### config.mk
export PLATFORM = sky130hd
export DESIGN_NAME = glue_regbank
export DESIGN_NICKNAME = d
export VERILOG_FILES = /design/src/rtl/glue_pkg.sv /design/src/rtl/glue_decode.sv /design/src/rtl/glue_irq_bank.sv /design/src/rtl/glue_halt.sv /design/src/rtl/glue_rdmux.sv /design/src/rtl/glue_regbank.sv
export SDC_FILE = /design/constraint.sdc
export NUM_CORES = 1
export LEC_CHECK = 0
export BUFFER_PORTS_ARGS = -buffer_cell sky130_fd_sc_hd__buf_2
export CORE_AREA = 2 2 58 60
export CTS_BUF_LIST = sky130_fd_sc_hd__clkbuf_4
export DETAILED_ROUTE_END_ITERATION = 7
export DIE_AREA = 0 0 60 62
export GPL_ROUTABILITY_DRIVEN = 0
export PLACE_DENSITY_LB_ADDON = 0.2
export SKIP_CTS_REPAIR_TIMING = 1
export SYNTH_ARGS = -nofsm -noshare
export SYNTH_HDL_FRONTEND = slang
export SYNTH_SLANG_ARGS = --single-unit
### constraint.sdc
create_clock -name clk -period 1.55 [get_ports clk]
set_clock_uncertainty 0.15 [all_clocks]
set_input_delay 0.155 -clock clk [delete_from_list [all_inputs] [get_ports clk]]
set_output_delay 0.155 -clock clk [all_outputs]
set_load 0.05 [all_outputs]
### src/rtl/glue_pkg.sv
package glue_pkg;

  localparam int OFS_W = 6;

  localparam logic [OFS_W-1:0] OFS_HALT    = 6'h00;
  localparam logic [OFS_W-1:0] OFS_CPU_IDX = 6'h04;
  localparam logic [OFS_W-1:0] OFS_IRQ     = 6'h08;
  localparam logic [OFS_W-1:0] OFS_CPU_CNT = 6'h0A;

  typedef enum logic [1:0] {
    SZ_BYTE  = 2'd0,
    SZ_HALF  = 2'd1,
    SZ_WORD  = 2'd2,
    SZ_WORD2 = 2'd3
  } bus_size_e;

  // True when the access carries a second byte lane.
  function automatic logic carries_second_byte(input bus_size_e sz);
    return sz != SZ_BYTE;
  endfunction

  // Level requested by an interrupt write; a one-byte store yields zero.
  function automatic logic level_requested(input bus_size_e sz, input logic [15:0] wd);
    if (!carries_second_byte(sz)) return 1'b0;
    return wd[15:8] != 8'h00;
  endfunction

  // Line number lies inside the implemented range.
  function automatic logic port_in_range(input logic [7:0] port, input int n);
    return int'(port) < n;
  endfunction

  // Value reported by the count register.
  function automatic logic [7:0] count_value(input int n, input bit cfg);
    return cfg ? 8'(n) : 8'd1;
  endfunction

  // Zero-filled read word for one offset.
  function automatic logic [31:0] read_word(input logic [OFS_W-1:0] ofs,
                                            input logic [7:0] idx,
                                            input logic [7:0] cnt);
    logic [31:0] w;
    w = '0;
    unique case (ofs)
      OFS_CPU_IDX: w[7:0] = idx;
      OFS_CPU_CNT: w[7:0] = cnt;
      default:     w = '0;
    endcase
    return w;
  endfunction

endpackage

### src/rtl/glue_decode.sv
module glue_decode
  import glue_pkg::*;
#(
  parameter int ADDR_W = 32
) (
  input  logic              bus_valid,
  input  logic              bus_write,
  input  logic [ADDR_W-1:0] bus_addr,
  input  logic [1:0]        bus_size,
  input  logic [15:0]       wdata_lo,
  output logic              halt_wr_evt,
  output logic              irq_wr_evt,
  output logic              rd_evt,
  output logic [OFS_W-1:0]  rd_ofs,
  output logic [7:0]        irq_port,
  output logic              irq_level_on
);

  logic [OFS_W-1:0]        ofs;
  logic [ADDR_W-OFS_W-1:0] unused_addr_hi;
  logic                    wr_evt;

  assign ofs            = bus_addr[OFS_W-1:0];
  assign unused_addr_hi = bus_addr[ADDR_W-1:OFS_W];
  assign wr_evt         = bus_valid && bus_write;

  assign rd_evt       = bus_valid && !bus_write;
  assign rd_ofs       = ofs;
  assign halt_wr_evt  = wr_evt && (ofs == OFS_HALT);
  assign irq_wr_evt   = wr_evt && (ofs == OFS_IRQ);
  assign irq_port     = wdata_lo[7:0];
  assign irq_level_on = level_requested(bus_size_e'(bus_size), wdata_lo);

endmodule

### src/rtl/glue_irq_bank.sv
module glue_irq_bank
  import glue_pkg::*;
#(
  parameter int N_CPU = 4
) (
  input  logic             clk,
  input  logic             rst_n,
  input  logic             irq_wr_evt,
  input  logic [7:0]       irq_port,
  input  logic             irq_level_on,
  output logic [N_CPU-1:0] irq
);

  logic port_ok;
  assign port_ok = port_in_range(irq_port, N_CPU);

  for (genvar i = 0; i < N_CPU; i++) begin : g_line
    logic hit;
    assign hit = irq_wr_evt && port_ok && (irq_port == 8'(i));
    always_ff @(posedge clk or negedge rst_n) begin
      if (!rst_n)   irq[i] <= 1'b0;
      else if (hit) irq[i] <= irq_level_on;
    end
  end

endmodule

### src/rtl/glue_halt.sv
module glue_halt (
  input  logic       clk,
  input  logic       rst_n,
  input  logic       halt_wr_evt,
  input  logic [7:0] code_in,
  output logic       halt_stb,
  output logic [7:0] halt_code
);

  always_ff @(posedge clk or negedge rst_n) begin
    if (!rst_n) begin
      halt_stb  <= 1'b0;
      halt_code <= 8'h00;
    end else begin
      halt_stb <= halt_wr_evt;
      if (halt_wr_evt) halt_code <= code_in;
    end
  end

endmodule

### src/rtl/glue_rdmux.sv
module glue_rdmux
  import glue_pkg::*;
#(
  parameter int N_CPU     = 4,
  parameter bit COUNT_CFG = 1'b1
) (
  input  logic             clk,
  input  logic             rst_n,
  input  logic             rd_evt,
  input  logic [OFS_W-1:0] rd_ofs,
  input  logic [7:0]       cpu_idx,
  output logic [31:0]      rdata
);

  localparam logic [7:0] CNT_VAL = count_value(N_CPU, COUNT_CFG);

  always_ff @(posedge clk or negedge rst_n) begin
    if (!rst_n)      rdata <= '0;
    else if (rd_evt) rdata <= read_word(rd_ofs, cpu_idx, CNT_VAL);
  end

endmodule

### src/rtl/glue_regbank.sv
module glue_regbank
  import glue_pkg::*;
#(
  parameter int ADDR_W    = 32,
  parameter int N_CPU     = 4,
  parameter bit COUNT_CFG = 1'b1
) (
  input  logic              clk,
  input  logic              rst_n,
  input  logic              bus_valid,
  input  logic              bus_write,
  input  logic [ADDR_W-1:0] bus_addr,
  input  logic [1:0]        bus_size,
  input  logic [31:0]       bus_wdata,
  input  logic [7:0]        cpu_idx,
  output logic [31:0]       bus_rdata,
  output logic [N_CPU-1:0]  irq,
  output logic              halt_stb,
  output logic [7:0]        halt_code
);

  logic             halt_wr_evt;
  logic             irq_wr_evt;
  logic             rd_evt;
  logic [OFS_W-1:0] rd_ofs;
  logic [7:0]       irq_port;
  logic             irq_level_on;
  logic [15:0]      unused_wdata_hi;

  assign unused_wdata_hi = bus_wdata[31:16];

  glue_decode #(.ADDR_W(ADDR_W)) u_dec (
    .bus_valid    (bus_valid),
    .bus_write    (bus_write),
    .bus_addr     (bus_addr),
    .bus_size     (bus_size),
    .wdata_lo     (bus_wdata[15:0]),
    .halt_wr_evt  (halt_wr_evt),
    .irq_wr_evt   (irq_wr_evt),
    .rd_evt       (rd_evt),
    .rd_ofs       (rd_ofs),
    .irq_port     (irq_port),
    .irq_level_on (irq_level_on)
  );

  glue_irq_bank #(.N_CPU(N_CPU)) u_irq (
    .clk          (clk),
    .rst_n        (rst_n),
    .irq_wr_evt   (irq_wr_evt),
    .irq_port     (irq_port),
    .irq_level_on (irq_level_on),
    .irq          (irq)
  );

  glue_halt u_halt (
    .clk         (clk),
    .rst_n       (rst_n),
    .halt_wr_evt (halt_wr_evt),
    .code_in     (bus_wdata[7:0]),
    .halt_stb    (halt_stb),
    .halt_code   (halt_code)
  );

  glue_rdmux #(.N_CPU(N_CPU), .COUNT_CFG(COUNT_CFG)) u_rd (
    .clk     (clk),
    .rst_n   (rst_n),
    .rd_evt  (rd_evt),
    .rd_ofs  (rd_ofs),
    .cpu_idx (cpu_idx),
    .rdata   (bus_rdata)
  );

endmodule

==> out/results.ini, run 1 <==
[final_layout]
multi_input_area_um2 = 450.4
drive_gt1_frac = 0.4734
fill_cells = 297
utilization = 0.4904
fin_cells = 215
area_delta_synth_final_pct = 43.71
fin_area_um2 = 1559
n_antenna_cell = 0
nNetsFinal = 248
seq_area_um2 = 525.5

[worst_setup_path]
cp.arrival_ns = 1.52
end_kind = flip-flop
reg2reg_from = u_irq.irq[3]
path_cells = buf_2, or3_4, nor4_4, and2b_1, buf_12, mux2_2
path_max_fanout = 9
r2r_setup_slack_ns = 0.62
rr_worst_depth = 1
cp-start-kind = primary input
critPathKind = in2reg
reg2reg_to = u_irq.irq[3]
cp_data_required_time_ns = 1.59
slowest_delay_ns = 0.39
cp_slowest_cell = or3_4

[timing]
whs_ns = 0.07539
setup_viol = 0
period_needed_ns = 1.481
period_share = 0.9552
fmax_mhz = 675.4
grt_setup_unrepaired = false
slew_viol_final = 0
tns_ns = 0
setup_slack_ns = 0.06940
finalHoldViolCount = 0

[synthesis]
yosysSeqAreaShare = 0.4844
synth_compound_area_frac = 0.07382
synth_top_family_by_area = buffers and inverters
synthSimpleGateAreaFrac = 0.1338
postSynthAreaPerCell_um2 = 12.05
ys_warn_count = 0
synth_fa_ha_area_frac = 0
ys_seq_elements = 21
synth_cell_types = 22
syn_inst = 90
synth-xor-area-share = 0
synthMuxAreaShare = 0.1246
synth_area_um2 = 1085

[cts]
h-tree-depth = 1
cts_tree = done
clkLatencyLatePin_ns = 0.29
clockRootBuffer = clkbuf_4
numCtsBuffers = 3
clockBufferDepth = 2
clock-sinks = 21
clkSlewWorstSetupHoldPaths_ns = 0.11

[floorplanning]
floorplan.initialDensity = 0.3412
dieHeight_um = 62
pin_count = 123
die_width_um = 60
dieArea_um2 = 3720
num_rows = 21
core-area_um2 = 3179

[global_routing]
grt_overflow = 0
grt_pass1_vias = 707
grt_max_degree = 22
track_usage = 0.1163
grt_pass1_wl_mm = 3.167
antenna_found_initial = 0

[placed_design]
placed_area_um2 = 1371
port_buffers = 56
dp_cells = 195
hpwl_mm = 1.823
pre_cts_ws_ns = -0.2699

[detailed_routing]
drt-vias-per-instance = 4.088
dr.pass1.iters = 4
via_count = 879
first_iter_violations = 25
post_drt_wl_per_cell_um = 10.73
routed_wl_mm = 2.307
antenna_left = 0
drc = 0

[worst_hold_path]
holdPathStages = 3
hold_start = cpu_idx[2]
min_to = u_rd.rdata[2]
hold_class = in2reg

[pwr]
finalPower_mw = 1.183
peakVddDrop_mv = 0.3601
p_leak_nw = 0.8651
pwr_density_cell_nw_per_um2 = 758.6

[status]
status = finished clean

[flow_run]
drv_cap = 0

[synth_stat cells]
cell / n / area share
nand2b_1: 1 / 0.0058
a22o_1: 7 / 0.057
or3_4: 1 / 0.010
buf_6: 1 / 0.010
nor2_1: 2 / 0.0069
a31oi_1: 1 / 0.0058
nand4_1: 2 / 0.012
nor4b_1: 2 / 0.016
and2b_1: 1 / 0.0069
mux2_2: 12 / 0.12
conb_1: 1 / 0.0035
nand2_1: 3 / 0.010
nand4b_1: 2 / 0.016
and3b_1: 1 / 0.0081
a21oi_1: 1 / 0.0046
clkbuf_1: 1 / 0.0035
o31ai_1: 1 / 0.0069
buf_4: 24 / 0.17
dfrtp_1: 21 / 0.48
nor4_1: 3 / 0.017
nor4_4: 1 / 0.020
nor3_1: 1 / 0.0046
[where the power goes]
| group | internal, mW | leakage, nW | switching, mW |
|---|---|---|---|
| Combinational | 0.0970 | 0.557 | 0.256 |
| Clock | 0.0960 | 0.0177 | 0.156 |
| Sequential | 0.567 | 0.290 | 0.0103 |
| Total | 0.760 | 0.865 | 0.423 |
[layer usage]
layer,track usage,wire [µm],up-vias
li1,-,-,433
met1,0.1514,915,402
met2,0.1910,1208,42
met3,0.02277,166,2
met4,0.04762,17,0
met5,0,0,-
[cells by family after synthesis]
group / Yosys count
buffers and inverters: 26
DFF: 21
muxes: 12
AOI/OAI and AO/OA: 10
other: 1
and+or+nand+nor: 20
[critical path, delay by kind of cell]
family / cells / cell delay [ns]
mux: 1 / 0.33
buf+inv: 2 / 0.23
simple gates: 3 / 0.81
[sequential cells by signal (all words and copies together), names as in the netlist]
register and flops:
u_halt.halt_code 8, u_rd.rdata 8, u_irq.irq 4, u_halt.halt_stb 1
[layout make-up]
class / count / area share
multi-input combinational: 66 / 0.2889
sequential: 21 / 0.3371
timing repair buffer: 78 / 0.3194
clock buffer: 3 / 0.01445
tap: 46 / 0.03692
clock inverter: 1 / 0.003210
[placed cells by master, fill, tap and decap left out, types with 3 or more instances in the layout]
cell type / instances
buf_2: 56
conb_1: 24
dfrtp_1: 21
dlygate4sd3_1: 16
mux2_2: 12
a22o_1: 7
buf_4: 5
nand2_1: 3
nor4_1: 3
clkbuf_4: 3
[how the worst max path moves through the flow]
stage | endpoint | slack (ns) | cells past startpoint | startpoint
finish | u_halt.halt_code[5] | 0.07 | 6 | bus_addr[0]
detailed placement | u_halt.halt_code[6] | -0.27 | 6 | bus_addr[0]
global route | u_halt.halt_code[5] | 0.03 | 6 | bus_addr[0]
floorplan | u_halt.halt_code[0] | -0.17 | 5 | bus_addr[0]
CTS | u_halt.halt_code[7] | 0.07 | 6 | bus_addr[0]
global placement | u_halt.halt_code[2] | -0.25 | 6 | bus_addr[0]
(Power assumes the default switching activity.)
==> run 2, diff against run 1 <==
CTS_BUF_LIST = sky130_fd_sc_hd__clkbuf_2   (was sky130_fd_sc_hd__clkbuf_4)
RECOVER_POWER = 100   (was default)
==> out/results.ini, run 2 (same netlist as run 1, synthesis figures left out) <==
[global_routing]
grt_overflow = 0
grt_pass1_vias = 707
track_usage = 0.1172
antenna_found_initial = 0
grt_pass1_wl_mm = 3.174
grt_max_degree = 22

[placed_design]
hpwl_mm = 1.823
port_buffers = 56
dp_cells = 195
pre_cts_ws_ns = -0.2699

[timing]
period_needed_ns = 1.454
period_share = 0.9383
setup_slack_ns = 0.09561
whs_ns = 0.05031
maxSlewHeadroom = 0.6608
finalHoldViolCount = 0
worstMarginPinSlew_ns = 0.5089
grt_setup_unrepaired = false
slew_viol_final = 0
fmax_mhz = 687.6
tns_ns = 0
setup_viol = 0

[cts]
h-tree-depth = 1
numCtsBuffers = 3
clkSlewWorstSetupHoldPaths_ns = 0.19
clkLatencyLatePin_ns = 0.30
clockRootBuffer = clkbuf_2
clock-sinks = 21
cts_tree = done
clockBufferDepth = 2

[detailed_routing]
dr.pass1.iters = 4
via_count = 880
routed_wl_mm = 2.314
antenna_left = 0
first_iter_violations = 20
drc = 0
drt-vias-per-instance = 4.093
post_drt_wl_per_cell_um = 10.76

[flow_run]
drv_cap = 0

[pwr]
p_leak_nw = 0.8342
peakVddDrop_mv = 0.3429
pwr_density_cell_nw_per_um2 = 742.5

[worst_setup_path]
path_max_fanout = 9
critPathKind = in2reg
end_kind = flip-flop
cp-start-kind = primary input
cp.arrival_ns = 1.52
cp_data_required_time_ns = 1.61

[floorplanning]
dieHeight_um = 62
dieArea_um2 = 3720
pin_count = 123
die_width_um = 60
core-area_um2 = 3179
num_rows = 21
floorplan.initialDensity = 0.3412

[final_layout]
layout_common_cells = buf_2, clkbuf_2, conb_1
multi_input_area_um2 = 450.4
layout_commonest_cell = buf_2
n_antenna_cell = 0
utilization = 0.4845
reg_top3 = u_halt.halt_code (8), u_rd.rdata (8), u_irq.irq (4)
area_delta_synth_final_pct = 41.98
fin_cells = 215
drive_gt1_frac = 0.4556
fill_cells = 300
seq_area_um2 = 525.5
nNetsFinal = 248

[worst_hold_path]
hold_class = in2reg

[status]
status = finished clean

## run 2: cell count changes in the layout (fill, tap and decap cells not counted), sizes merged
cell    previous run  this run
buf               62        37
clkbuf             3        28
## run 2: final cells by class
type,instances,area share
well taps,46,0.03737
clock inverters,1,0.003249
clock buffers,3,0.009748
multi-input cells,66,0.2924
repair buffers,78,0.3160
flip-flops and latches,21,0.3412
## run 2: metal layers
metal | track usage | vias to the layer above | share of wire
li1 | - | 434 | -
met1 | 0.1501 | 403 | 0.40
met2 | 0.1910 | 41 | 0.53
met3 | 0.02277 | 2 | 0.063
met4 | 0.05714 | 0 | 0.0061
met5 | 0 | - | 0
## run 2: critical path, stage by stage
cell	delay (ns)
buf_2	0.10
or3_4	0.39
nor4_4	0.22
and2b_1	0.20
buf_12	0.13
mux2_2	0.33
## run 2: worst paths after layout
| kind | startpoint | endpoint | slack [ns] | depth (start not counted) |
|---|---|---|---|---|
| setup / recovery | bus_addr[0] | u_halt.halt_code[5] | 0.1 | 6 |
| hold / removal | cpu_idx[2] | u_rd.rdata[2] | 0.05 | 3 |
| setup reg to reg | u_irq.irq[3] | u_irq.irq[3] | 0.62 | 1 |
| hold reg to reg | u_rd.rdata[2] | u_rd.rdata[2] | 0.36 | 2 |
| max in group asynchronous | rst_n | u_halt.halt_code[0] | 0.74 | 2 |
| min in group asynchronous | rst_n | u_irq.irq[0] | 0.16 | 2 |
## run 2: power breakdown
group,internal [mW],switching (mW)
Clock,0.0585,0.155
Combinational,0.0953,0.256
Sequential,0.567,0.0110
## run 2: per-stage QoR
| step | area (µm²) | power [mW] |
|---|---|---|
| final | 1540 | 1.144 |
| after CTS | 1391 | 1.133 |
| after global routing | 1540 | 1.212 |
| after floorplan | 1171 | 0.8647 |
| after detailed placement | 1371 | 0.9106 |
| after global placement | 1371 | 0.9068 |
==> run 3, diff against run 2 <==
ABC_AREA = 1   (was default)
CORE_AREA = 2 2 60 62   (was 2 2 58 60)
DIE_AREA = 0 0 62 64   (was 0 0 60 62)
==> out/results.ini, run 3 <==
[status]
status = finished with violations
violations = negative hold slack

[final_layout]
fill_cells = 324
n_antenna_cell = 0
fin_area_um2 = 1688
area_delta_synth_final_pct = 32.13
reg_top3 = u_halt.halt_code (8), u_rd.rdata (8), u_irq.irq (4)
nNetsFinal = 317
layout_common_cells = nand2_1, buf_2, clkbuf_2
layout_commonest_cell = nand2_1
drive_gt1_frac = 0.2983

[global_routing]
track_usage = 0.1260
gr-usage-met3 = 0.03644
grt_pass1_vias = 932
grt_max_degree = 22
grt_overflow = 0
globalRoute.busiestLayer = met2
use_met1 = 0.1801
use_met2 = 0.1927
antenna_found_initial = 0
grt_pass1_wl_mm = 3.870

[placed_design]
port_buffers = 56
pre_cts_ws_ns = 0.2493
hpwl_mm = 2.055
placed_area_um2 = 1499

[synthesis]
synth_most_common_cell = nand2_1
ys_warn_count = 0
yosysSeqAreaShare = 0.4114
ys_top_cells_by_area = dfrtp_1, buf_4, nand2_1
async_flop_share = 1.000
ys_seq_elements = 21
synth.top_cells.by_count = nand2_1, buf_4, nand3_1
postSynthAreaPerCell_um2 = 7.935
syn_inst = 161
synth_cell_types = 18
synthFlopType = dfrtp_1
yosys.area.top_type = dfrtp_1
synth_top_area_share = 0.4114
synth-edff-count = 0
synth_area_um2 = 1277

[detailed_routing]
routed_wl_mm = 2.794
first_iter_violations = 38
drt-vias-per-instance = 4.162
drc = 0
dr.pass1.iters = 4
antenna_left = 0
post_drt_wl_per_cell_um = 9.838
via_count = 1182

[floorplanning]
pin_count = 123
dieArea_um2 = 3968
num_rows = 21
core-area_um2 = 3284
dieHeight_um = 64
die_width_um = 62
floorplan.initialDensity = 0.3890

[timing]
slew_viol_final = 0
period_share = 0.9134
setup_viol = 0
setup_slack_ns = 0.1342
maxSlewHeadroom = 0.5475
finalHoldViolCount = 1
fmax_mhz = 706.3
whs_ns = -0.001114
period_needed_ns = 1.416
worstMarginPinSlew_ns = 0.6767
grt_setup_unrepaired = false
tns_ns = 0

[worst_setup_path]
reg2reg_from = u_halt.halt_code[2]
cp.arrival_ns = 1.48
cp-start-kind = primary input
end_kind = flip-flop
r2r_setup_slack_ns = 0.69
reg2reg_to = u_halt.halt_code[2]
path_max_fanout = 1
cp_data_required_time_ns = 1.61
rr_worst_depth = 2
critPathKind = in2reg

[cts]
clkLatencyLatePin_ns = 0.30
h-tree-depth = 1
clock-sinks = 21
numCtsBuffers = 3
clockBufferDepth = 2
clockRootBuffer = clkbuf_2
clkSlewWorstSetupHoldPaths_ns = 0.19
cts_tree = done

[pwr]
pwr_density_cell_nw_per_um2 = 714.9
p_leak_nw = 0.9702
peakVddDrop_mv = 0.3610

[worst_hold_path]
min_to = u_rd.rdata[2]
holdPathStages = 4
hold_start = bus_addr[0]
hold_class = in2reg

[flow_run]
drv_cap = 0

[run 3: cell count changes in the layout (fill, tap and decap cells not counted), moves of 7 or more]
| cell | change |
|---|---|
| a22o_1 | -7 |
| mux2_2 | -12 |
| inv_1 | +12 |
| nand3_1 | +22 |
| nor2_1 | +16 |
| nand2_1 | +33 |
| o21ai_0 | +8 |
[run 3: worst max-delay path: stages]
cell and delay, ns:
dlygate4sd3_1 0.53, buf_2 0.12, nand3_1 0.07, dlygate4sd3_1 0.54
a31oi_1 0.06
[run 3: worst max path at each step]
stage	start	endpoint	slack, ns	cells after the start
after global placement	bus_addr[4]	u_halt.halt_code[6]	0.25	8
after detailed placement	bus_addr[4]	u_halt.halt_code[4]	0.25	8
after floorplan	bus_addr[4]	u_halt.halt_code[3]	0.49	7
after global routing	bus_addr[5]	u_halt.halt_code[2]	0.04	6
after CTS	u_halt.halt_code[2]	halt_code[2]	0.20	1
final	cpu_idx[2]	u_rd.rdata[2]	0.13	5
[run 3: cells by family after synthesis]
family	synth area share
other cells	0.002935
simple gates	0.3262
buf+inv	0.1998
compound gates	0.05974
flops	0.4114
[run 3: through the flow]
step | instances | utilization | hold slack, ns | total power [mW]
after global placement | 260 | 0.4564 | 0.001042 | 0.9534
after global routing | 284 | 0.5139 | 0.006753 | 1.271
after detailed placement | 260 | 0.4564 | 0.002677 | 0.9543
after CTS | 264 | 0.4625 | -0.3994 | 1.188
final | 284 | 0.5139 | -0.001114 | 1.207
after floorplan | 184 | - | -0.2906 | 0.9093
[run 3: area by class of cell]
cell class	count	area [µm²]	share of cell area
Inverter	14	52.55	0.03113
Tap cell	46	57.56	0.03410
Sequential cell	21	525.5	0.3113
Multi-Input combinational cell	123	554.3	0.3284
Clock inverter	1	5.005	0.002965
Clock buffer	3	15.01	0.008895
Timing Repair Buffer	76	478.0	0.2832
[run 3: layer usage]
layer / wire length [µm] / share of wire
met1: 1290 / 0.46
met2: 1302 / 0.47
met3: 201 / 0.072
met4: 0 / 0
met5: 0 / 0
[run 3: where the power goes]
part	leakage (nW)	switching (mW)	total, mW	internal (mW)
clock	0.0164	0.173	0.232	0.0585
combinational	0.665	0.294	0.392	0.0987
sequential	0.289	0.0124	0.582	0.570
